### src/rtl/ptw_pkg.sv
package ptw_pkg;

  typedef enum logic [1:0] {
    ST_IDLE  = 2'd0,
    ST_FETCH = 2'd1,
    ST_WAIT  = 2'd2,
    ST_RESP  = 2'd3
  } ptw_state_e;

  typedef enum logic [1:0] {
    FLT_NONE = 2'b00,
    FLT_PAGE = 2'b01,
    FLT_PROT = 2'b10
  } ptw_fault_e;

endpackage

### src/rtl/ptw_addr_gen.sv
module ptw_addr_gen #(
  parameter int VPN_W     = 8,
  parameter int MEM_AW    = 16,
  parameter int PTE_BYTES = 2
) (
  input  logic [MEM_AW-1:0] base,
  input  logic [VPN_W-1:0]  vpn,
  output logic [MEM_AW-1:0] entry_addr
);

  localparam int SHIFT = $clog2(PTE_BYTES);

  logic [MEM_AW-1:0] vpn_ext;
  assign vpn_ext = {{(MEM_AW-VPN_W){1'b0}}, vpn};

  generate
    if (SHIFT == 0) begin : g_byte_entry
      assign entry_addr = base + vpn_ext;
    end else begin : g_wide_entry
      assign entry_addr = base + (vpn_ext << SHIFT);
    end
  endgenerate

endmodule

### src/rtl/ptw_pte_check.sv
module ptw_pte_check
  import ptw_pkg::*;
#(
  parameter int PTE_W = 16,
  parameter int PPN_W = 6,
  parameter int OFF_W = 6
) (
  input  logic [PTE_W-1:0]       pte,
  input  logic                   is_write,
  input  logic [OFF_W-1:0]       offset,
  output ptw_fault_e             fault,
  output logic [PPN_W+OFF_W-1:0] paddr
);

  localparam int RES_BIT = PTE_W - 1;
  localparam int RD_BIT  = PTE_W - 2;
  localparam int WR_BIT  = PTE_W - 3;

  logic resident;
  logic may_read;
  logic may_write;
  logic denied;
  logic unused_rsvd;

  assign resident    = pte[RES_BIT];
  assign may_read    = pte[RD_BIT];
  assign may_write   = pte[WR_BIT];
  assign denied      = is_write ? !may_write : !may_read;
  assign unused_rsvd = ^pte[WR_BIT-1:PPN_W];

  always_comb begin
    fault = FLT_NONE;
    paddr = '0;
    if (!resident) begin
      fault = FLT_PAGE;
    end else if (denied) begin
      fault = FLT_PROT;
    end else begin
      paddr = {pte[PPN_W-1:0], offset};
    end
  end

endmodule

### src/rtl/ptw_fsm.sv
module ptw_fsm
  import ptw_pkg::*;
(
  input  logic clk,
  input  logic rst_n,
  input  logic req_valid,
  input  logic mem_rd_valid,
  input  logic rsp_ready,
  output logic req_ready,
  output logic accept,
  output logic mem_rd_en,
  output logic capture,
  output logic rsp_valid
);

  ptw_state_e state_q;
  ptw_state_e state_d;

  always_comb begin
    state_d = state_q;
    unique case (state_q)
      ST_IDLE:  if (req_valid)    state_d = ST_FETCH;
      ST_FETCH:                   state_d = ST_WAIT;
      ST_WAIT:  if (mem_rd_valid) state_d = ST_RESP;
      ST_RESP:  if (rsp_ready)    state_d = ST_IDLE;
      default:                    state_d = ST_IDLE;
    endcase
  end

  always_ff @(posedge clk or negedge rst_n) begin
    if (!rst_n) begin
      state_q <= ST_IDLE;
    end else begin
      state_q <= state_d;
    end
  end

  assign req_ready = (state_q == ST_IDLE);
  assign accept    = req_ready && req_valid;
  assign mem_rd_en = (state_q == ST_FETCH);
  assign capture   = (state_q == ST_WAIT) && mem_rd_valid;
  assign rsp_valid = (state_q == ST_RESP);

endmodule

### src/rtl/pt_walker.sv
module pt_walker
  import ptw_pkg::*;
#(
  parameter int VA_W      = 14,
  parameter int PA_W      = 12,
  parameter int OFF_W     = 6,
  parameter int MEM_AW    = 16,
  parameter int PTE_W     = 16,
  parameter int PTE_BYTES = 2
) (
  input  logic              clk,
  input  logic              rst_n,
  input  logic [MEM_AW-1:0] table_base,
  input  logic              req_valid,
  output logic              req_ready,
  input  logic [VA_W-1:0]   req_vaddr,
  input  logic              req_write,
  output logic              mem_rd_en,
  output logic [MEM_AW-1:0] mem_addr,
  input  logic              mem_rd_valid,
  input  logic [PTE_W-1:0]  mem_rd_data,
  output logic              rsp_valid,
  input  logic              rsp_ready,
  output logic [PA_W-1:0]   rsp_paddr,
  output logic [1:0]        rsp_fault
);

  localparam int VPN_W = VA_W - OFF_W;
  localparam int PPN_W = PA_W - OFF_W;

  logic              accept;
  logic              capture;
  logic [VA_W-1:0]   vaddr_q;
  logic              write_q;
  logic [MEM_AW-1:0] base_q;
  logic [PA_W-1:0]   paddr_q;
  ptw_fault_e        fault_q;
  ptw_fault_e        fault_d;
  logic [PA_W-1:0]   paddr_d;

  ptw_fsm u_fsm (
    .clk          (clk),
    .rst_n        (rst_n),
    .req_valid    (req_valid),
    .mem_rd_valid (mem_rd_valid),
    .rsp_ready    (rsp_ready),
    .req_ready    (req_ready),
    .accept       (accept),
    .mem_rd_en    (mem_rd_en),
    .capture      (capture),
    .rsp_valid    (rsp_valid)
  );

  ptw_addr_gen #(
    .VPN_W     (VPN_W),
    .MEM_AW    (MEM_AW),
    .PTE_BYTES (PTE_BYTES)
  ) u_addr (
    .base       (base_q),
    .vpn        (vaddr_q[VA_W-1:OFF_W]),
    .entry_addr (mem_addr)
  );

  ptw_pte_check #(
    .PTE_W (PTE_W),
    .PPN_W (PPN_W),
    .OFF_W (OFF_W)
  ) u_check (
    .pte      (mem_rd_data),
    .is_write (write_q),
    .offset   (vaddr_q[OFF_W-1:0]),
    .fault    (fault_d),
    .paddr    (paddr_d)
  );

  // request capture: enabled by the handshake
  always_ff @(posedge clk or negedge rst_n) begin
    if (!rst_n) begin
      vaddr_q <= '0;
      write_q <= 1'b0;
      base_q  <= '0;
    end else begin
      if (accept) begin
        vaddr_q <= req_vaddr;
        write_q <= req_write;
        base_q  <= table_base;
      end
    end
  end

  // result capture: enabled by the returned entry
  always_ff @(posedge clk or negedge rst_n) begin
    if (!rst_n) begin
      paddr_q <= '0;
      fault_q <= FLT_NONE;
    end else begin
      if (capture) begin
        paddr_q <= paddr_d;
        fault_q <= fault_d;
      end
    end
  end

  assign rsp_paddr = paddr_q;
  assign rsp_fault = fault_q;

endmodule

### config.mk
export PLATFORM = sky130hd
export DESIGN_NAME = pt_walker
export DESIGN_NICKNAME = d
export VERILOG_FILES = /design/src/rtl/ptw_pkg.sv /design/src/rtl/ptw_addr_gen.sv /design/src/rtl/ptw_pte_check.sv /design/src/rtl/ptw_fsm.sv /design/src/rtl/pt_walker.sv
export SDC_FILE = /design/constraint.sdc
export NUM_CORES = 1
export LEC_CHECK = 0
export ABC_AREA = 1
export CAP_MARGIN = 5
export CORE_ASPECT_RATIO = 1.2
export CORE_MARGIN = 5
export CORE_UTILIZATION = 46
export DETAILED_ROUTE_END_ITERATION = 10
export PLACE_DENSITY = 0.8
export SLEW_MARGIN = 15
export SYNTH_ARGS = -nofsm -noshare
export SYNTH_HDL_FRONTEND = slang
export SYNTH_SLANG_ARGS = --single-unit
### constraint.sdc
create_clock -name clk -period 2.2 [get_ports clk]
set_input_delay 0.44 -clock clk [delete_from_list [all_inputs] [get_ports clk]]
set_output_delay 0.44 -clock clk [all_outputs]
set_load 0.01 [all_outputs]
[After elaboration in Yosys (flattened, before gate mapping)]
Cells that the tools add are included.
Storage, ports and cells
  flip-flop bits (word level): 47
  logic and storage cells: 28
  output and inout bits: 33
Operators by class
  muxes and demuxes: 9
  equal/unequal tests: 6
  add/sub/neg operators: 1
  reductions and logical operators: 6
Operators by type and width (number)
  12-bit two-way mux: 2
  16-bit by 9-bit adder with 16-bit output: 1
  2-bit two-way mux: 5
  2-bit case mux with 4 select lines: 1
  2-bit == test, second input constant: 2
  2-bit inequality test, second input constant: 2
  3-bit AND reduction: 1
  2-bit by 1-bit == test with 1-bit output, second input constant: 1
  1-bit logical AND: 2
  1-bit zero test: 2
  2-bit zero test: 1
  2-bit by 1-bit inequality test with 1-bit output, second input constant: 1
  1-bit two-way mux: 1

[Longest topological paths before layout]
  word-level depth: 4
  gate-level depth with buffers: 10
  depth with buffers taken out: 10

[Modules after synthesis]
A second synthesis with hierarchy kept.
Second synthesis, totals
  cells, all modules: 389
  area total of the unflattened synthesis: 2755.1 um2
By module, submodules not included
  pt_walker: cells an instance 190, times used 1, area an instance 1689.1 um2
  ptw_addr_gen: cells an instance 133, times used 1, area an instance 666.9 um2
  ptw_fsm: cells an instance 29, times used 1, area an instance 214.0 um2
  ptw_pte_check: cells an instance 37, times used 1, area an instance 185.2 um2

[Least setup slack after synthesis]
OpenSTA, ideal clock, no wires.
  path kind: reg2out
  start: reg base_q[1]
  end: out mem_addr[13]
  data arrival time: 1.512 ns
  path buffers: 0
  setup slack: 0.248 ns
  required time: 1.760 ns
  cell stages (with the launch flop): 10
  path through: dfrtp_1 ha_1 fa_1 nand2_1 nand2_1 and2_1 nand2_1 nand2_1 nand3_1 nand2_1
On the way
  word-level cells in the longest chain between the ends: 1
Ends and longest elaborated chain
  start: declaration: line pt_walker.sv:35  | logic [MEM_AW-1:0] base_q;
  start signal: assignment: line pt_walker.sv:86  | base_q <= table_base;
  16-bit by 9-bit adder with 16-bit output: line ptw_addr_gen.sv:20  | assign entry_addr = base + (vpn_ext << SHIFT);
  end: declaration: line pt_walker.sv:19  | output logic [MEM_AW-1:0] mem_addr,
Every way passes these cells.

[Worst setup path after layout]
Ends and elaborated chain as after synthesis.

==> impl_metrics.tcl <==
set metrics [dict create \
    status "finished with violations" \
    violations "setup timing" \
    cp_slowest_stage_delay_ps 390 \
    path_cells "ha_2 -> fa_2 -> nand2_2 -> nand2_2 -> and2_4 -> nand2_2 -> nand2_2 -> nand3_1 -> nand2_1 -> buf_2" \
    final_cell_mix "67 x nand2_1, 62 x clkdlybuf4s50_1, 47 x dfrtp_1" \
    grt_overflow 0 \
    cp.required_ps 1760 \
    worstSetupEndpointType "output pin" \
    grt_pass1_wl_microns 10600 \
    seqCellArea_sq_um 1180 \
    synth_flop_cell "dfrtp_1" \
    clock_skew_ps 2.27 \
    cts_hold_buf 0 \
    numCtsBuffers 5 \
    p_leak_nw 1.90 \
    nFillCells 383 \
    wl_met1_microns 2520 \
    io_pins 85 \
    viasPerCell 5.06 \
    crit_top_cell "nand2_2" \
    wl_met2_microns 3770 \
    setup.worst_path.start_class "flop" \
    clkPwrFrac 0.089 \
    critPathSlowestCell "dfrtp_1" \
    crit_path_end "mem_addr[13]" \
    root_buffer "clkbuf_8" \
    clkTransAtPathRegs_ps 80 \
    critPathMaxFanout 3 \
    synthToLayoutAreaGrowth_pct 49.5 \
    clock_latency_ps 290 \
    h-tree-depth 2 \
    drtAntennaViolNets 0 \
    setup_ws_ps -110 \
    ys_seq_area_frac 0.459 \
    core.rowCount 29 \
    synthCells 289 \
    cts.path.max_buffers 2 \
    clock_sinks 47 \
    grt_max_degree 32 \
    power_mw 6.77 \
    r2r_slack_ps 650 \
    ys_seq_elements 47 \
    antenna_found_initial 0 \
    drt-initial-drc-count 79 \
    die_w_microns 78.1 \
    synth_cell_types 27 \
    start_util 0.480 \
    synthArstFlopShare 1.00 \
    num_vias 2296 \
    grt_setup_unrepaired "yes" \
    cp_num_cells 10 \
    hold_viol 0 \
    placed_area_sq_um 3490 \
    path_buf_inv 1 \
    fmaxAchievable_mhz 433 \
    relSlewSlack 0.745 \
    final.period_utilization 1.05 \
    die_y_microns 91.8 \
    r2r-end "base_q[4]" \
    hold_path_class "in -> async" \
    synth_area_per_cell_sq_um 8.87 \
    multi_input_comb_area_sq_um 1420 \
    crit_arrival_ps 1870 \
    finalSetupViolCount 12 \
    ff2ff_path_depth 5 \
    layout_commonest_cell "nand2_1" \
    synth_nets 354 \
    min_period_ps 2310 \
    synth_top_area_share 0.459 \
    io_buffers 77 \
    top_layer_used "met4" \
    worstReg2RegStart "u_fsm.state_q[0]" \
    critPathKind "reg -> out" \
    crit_family "adder cells" \
    synth_edf_count 0 \
    netlist_area_sq_um 2560 \
    n_antenna_cell 0 \
    maxCapViolCount 0 \
    wl_per_cell_microns 15.0 \
    netSwitchingPower_mw 2.94 \
    yosysWarnings 0 \
    gp_congestion 0.820 \
    yosysTopAreaCell "dfrtp_1" \
    drc 0 \
    met3_length_microns 423 \
    cts_tree "done" \
    final_cell_area_sq_um 3830 \
    dieArea_sq_um 7170 \
    nets 457 \
    ir_worst_vdd_mv 0.729 \
    finalMaxSlewViolations 0 \
    seq_power_share 0.241 \
    track_usage 0.180 \
    hpwl_microns 4770 \
    p_comb_frac 0.670 \
    first_pass_iters 4 \
    tightestPinTransition_ps 383 \
    synthTopCellsByArea "dfrtp_1 46%, nand2_1 12%, mux2_2 7.9%" \
    grt_pass1_vias 2337 \
    crit_path_start "base_q[1]" \
    wl_microns 6830 \
    internal_power_mw 3.83 \
    design.core.area_sq_um 5330 \
    powerDensity_nw_per_um2 1770 \
    drive_gt1_frac 0.286 \
    swShare 0.434 \
]
how the worst min path moves through the flow:
stage                     start            end  cells after the start
after floorplan           rst_n      base_q[0]                      0
after global placement    rst_n  rsp_paddr[10]                      1
after detailed placement  rst_n  rsp_paddr[10]                      1
after CTS                 rst_n  rsp_paddr[10]                      1
after global routing      rst_n  rsp_paddr[10]                      1
final                     rst_n  rsp_paddr[10]                      1
synth_stat cells, types with 2 or more instances:
cell	instances
ha_1	12
dfrtp_1	47
nand2_2	2
nand2_1	84
a21oi_1	10
nor2_2	2
nor2_1	16
buf_6	2
o21ai_0	3
nand4_1	3
mux2_2	18
mux2_4	6
xor2_1	6
inv_1	36
buf_4	2
nand3_1	27
buf_2	3
per-stage QoR:
stage / cells / hold slack [ps] / TNS, ps / worst slack (ps) / utilization
2_1_floorplan: 289 / 144 / 0 / 248 / -
3_3_place_gp: 437 / 371 / -1950 / -272 / 0.654
3_5_place_dp: 437 / 381 / -2310 / -307 / 0.654
4_1_cts: 451 / 57.9 / -466 / -123 / 0.697
5_1_grt: 454 / 77.8 / -1870 / -199 / 0.718
6_report: 454 / 58.6 / -748 / -110 / 0.718
timing repair:
item	in CTS	in global routing
resized for setup	76	25
setup endpoints to repair	14	13
pin swaps	13	9
endpoints found under the hold margin	0	0
buffers inserted	7	4
final cells by class:
class                           count  share of cell area
Sequential cell                    47               0.307
Tap cell                           62              0.0202
Clock inverter                      1             0.00784
Clock buffer                        6              0.0189
Inverter                           36              0.0353
Multi-Input combinational cell    198               0.370
Timing Repair Buffer              104               0.241
cell families (layout without fill, tap and decap cells):
logic type / after synthesis / count (layout) / synth area share
AO/OA/AOI/OAI: 18 / 18 / 0.0396
AND/OR/NAND/NOR: 137 / 137 / 0.226
multiplexers: 24 / 24 / 0.114
XOR/XNOR: 6 / 6 / 0.0205
adder cells (fa/ha/maj): 13 / 13 / 0.0664
flip-flops: 47 / 47 / 0.459
buffers and inverters: 44 / 147 / 0.0747
registers in the layout, summed over array words and instances (netlist names):
register	count
base_q	16
vaddr_q	14
rsp_paddr	12
rsp_fault	2
u_fsm.state_q	2
write_q	1
power by group through the flow:
| stage | clock [mW] | sequential [mW] | combinational [mW] |
|---|---|---|---|
| 3_3_place_gp | 0 | 1.58 | 3.86 |
| 3_5_place_dp | 0 | 1.60 | 3.96 |
| 6_report | 0.605 | 1.63 | 4.53 |
| 5_1_grt | 0.661 | 1.68 | 4.94 |
| 2_1_floorplan | 0 | 1.59 | 2.15 |
| 4_1_cts | 0.629 | 1.62 | 4.07 |
routing by layer:
| layer | up-vias | track usage |
|---|---|---|
| met5 | - | 0 |
| met1 | 1090 | 0.205 |
| met4 | 0 | 0.0465 |
| met3 | 15 | 0.0529 |
| li1 | 1123 | - |
| met2 | 68 | 0.326 |
Power figures use the tool's default switching activity.
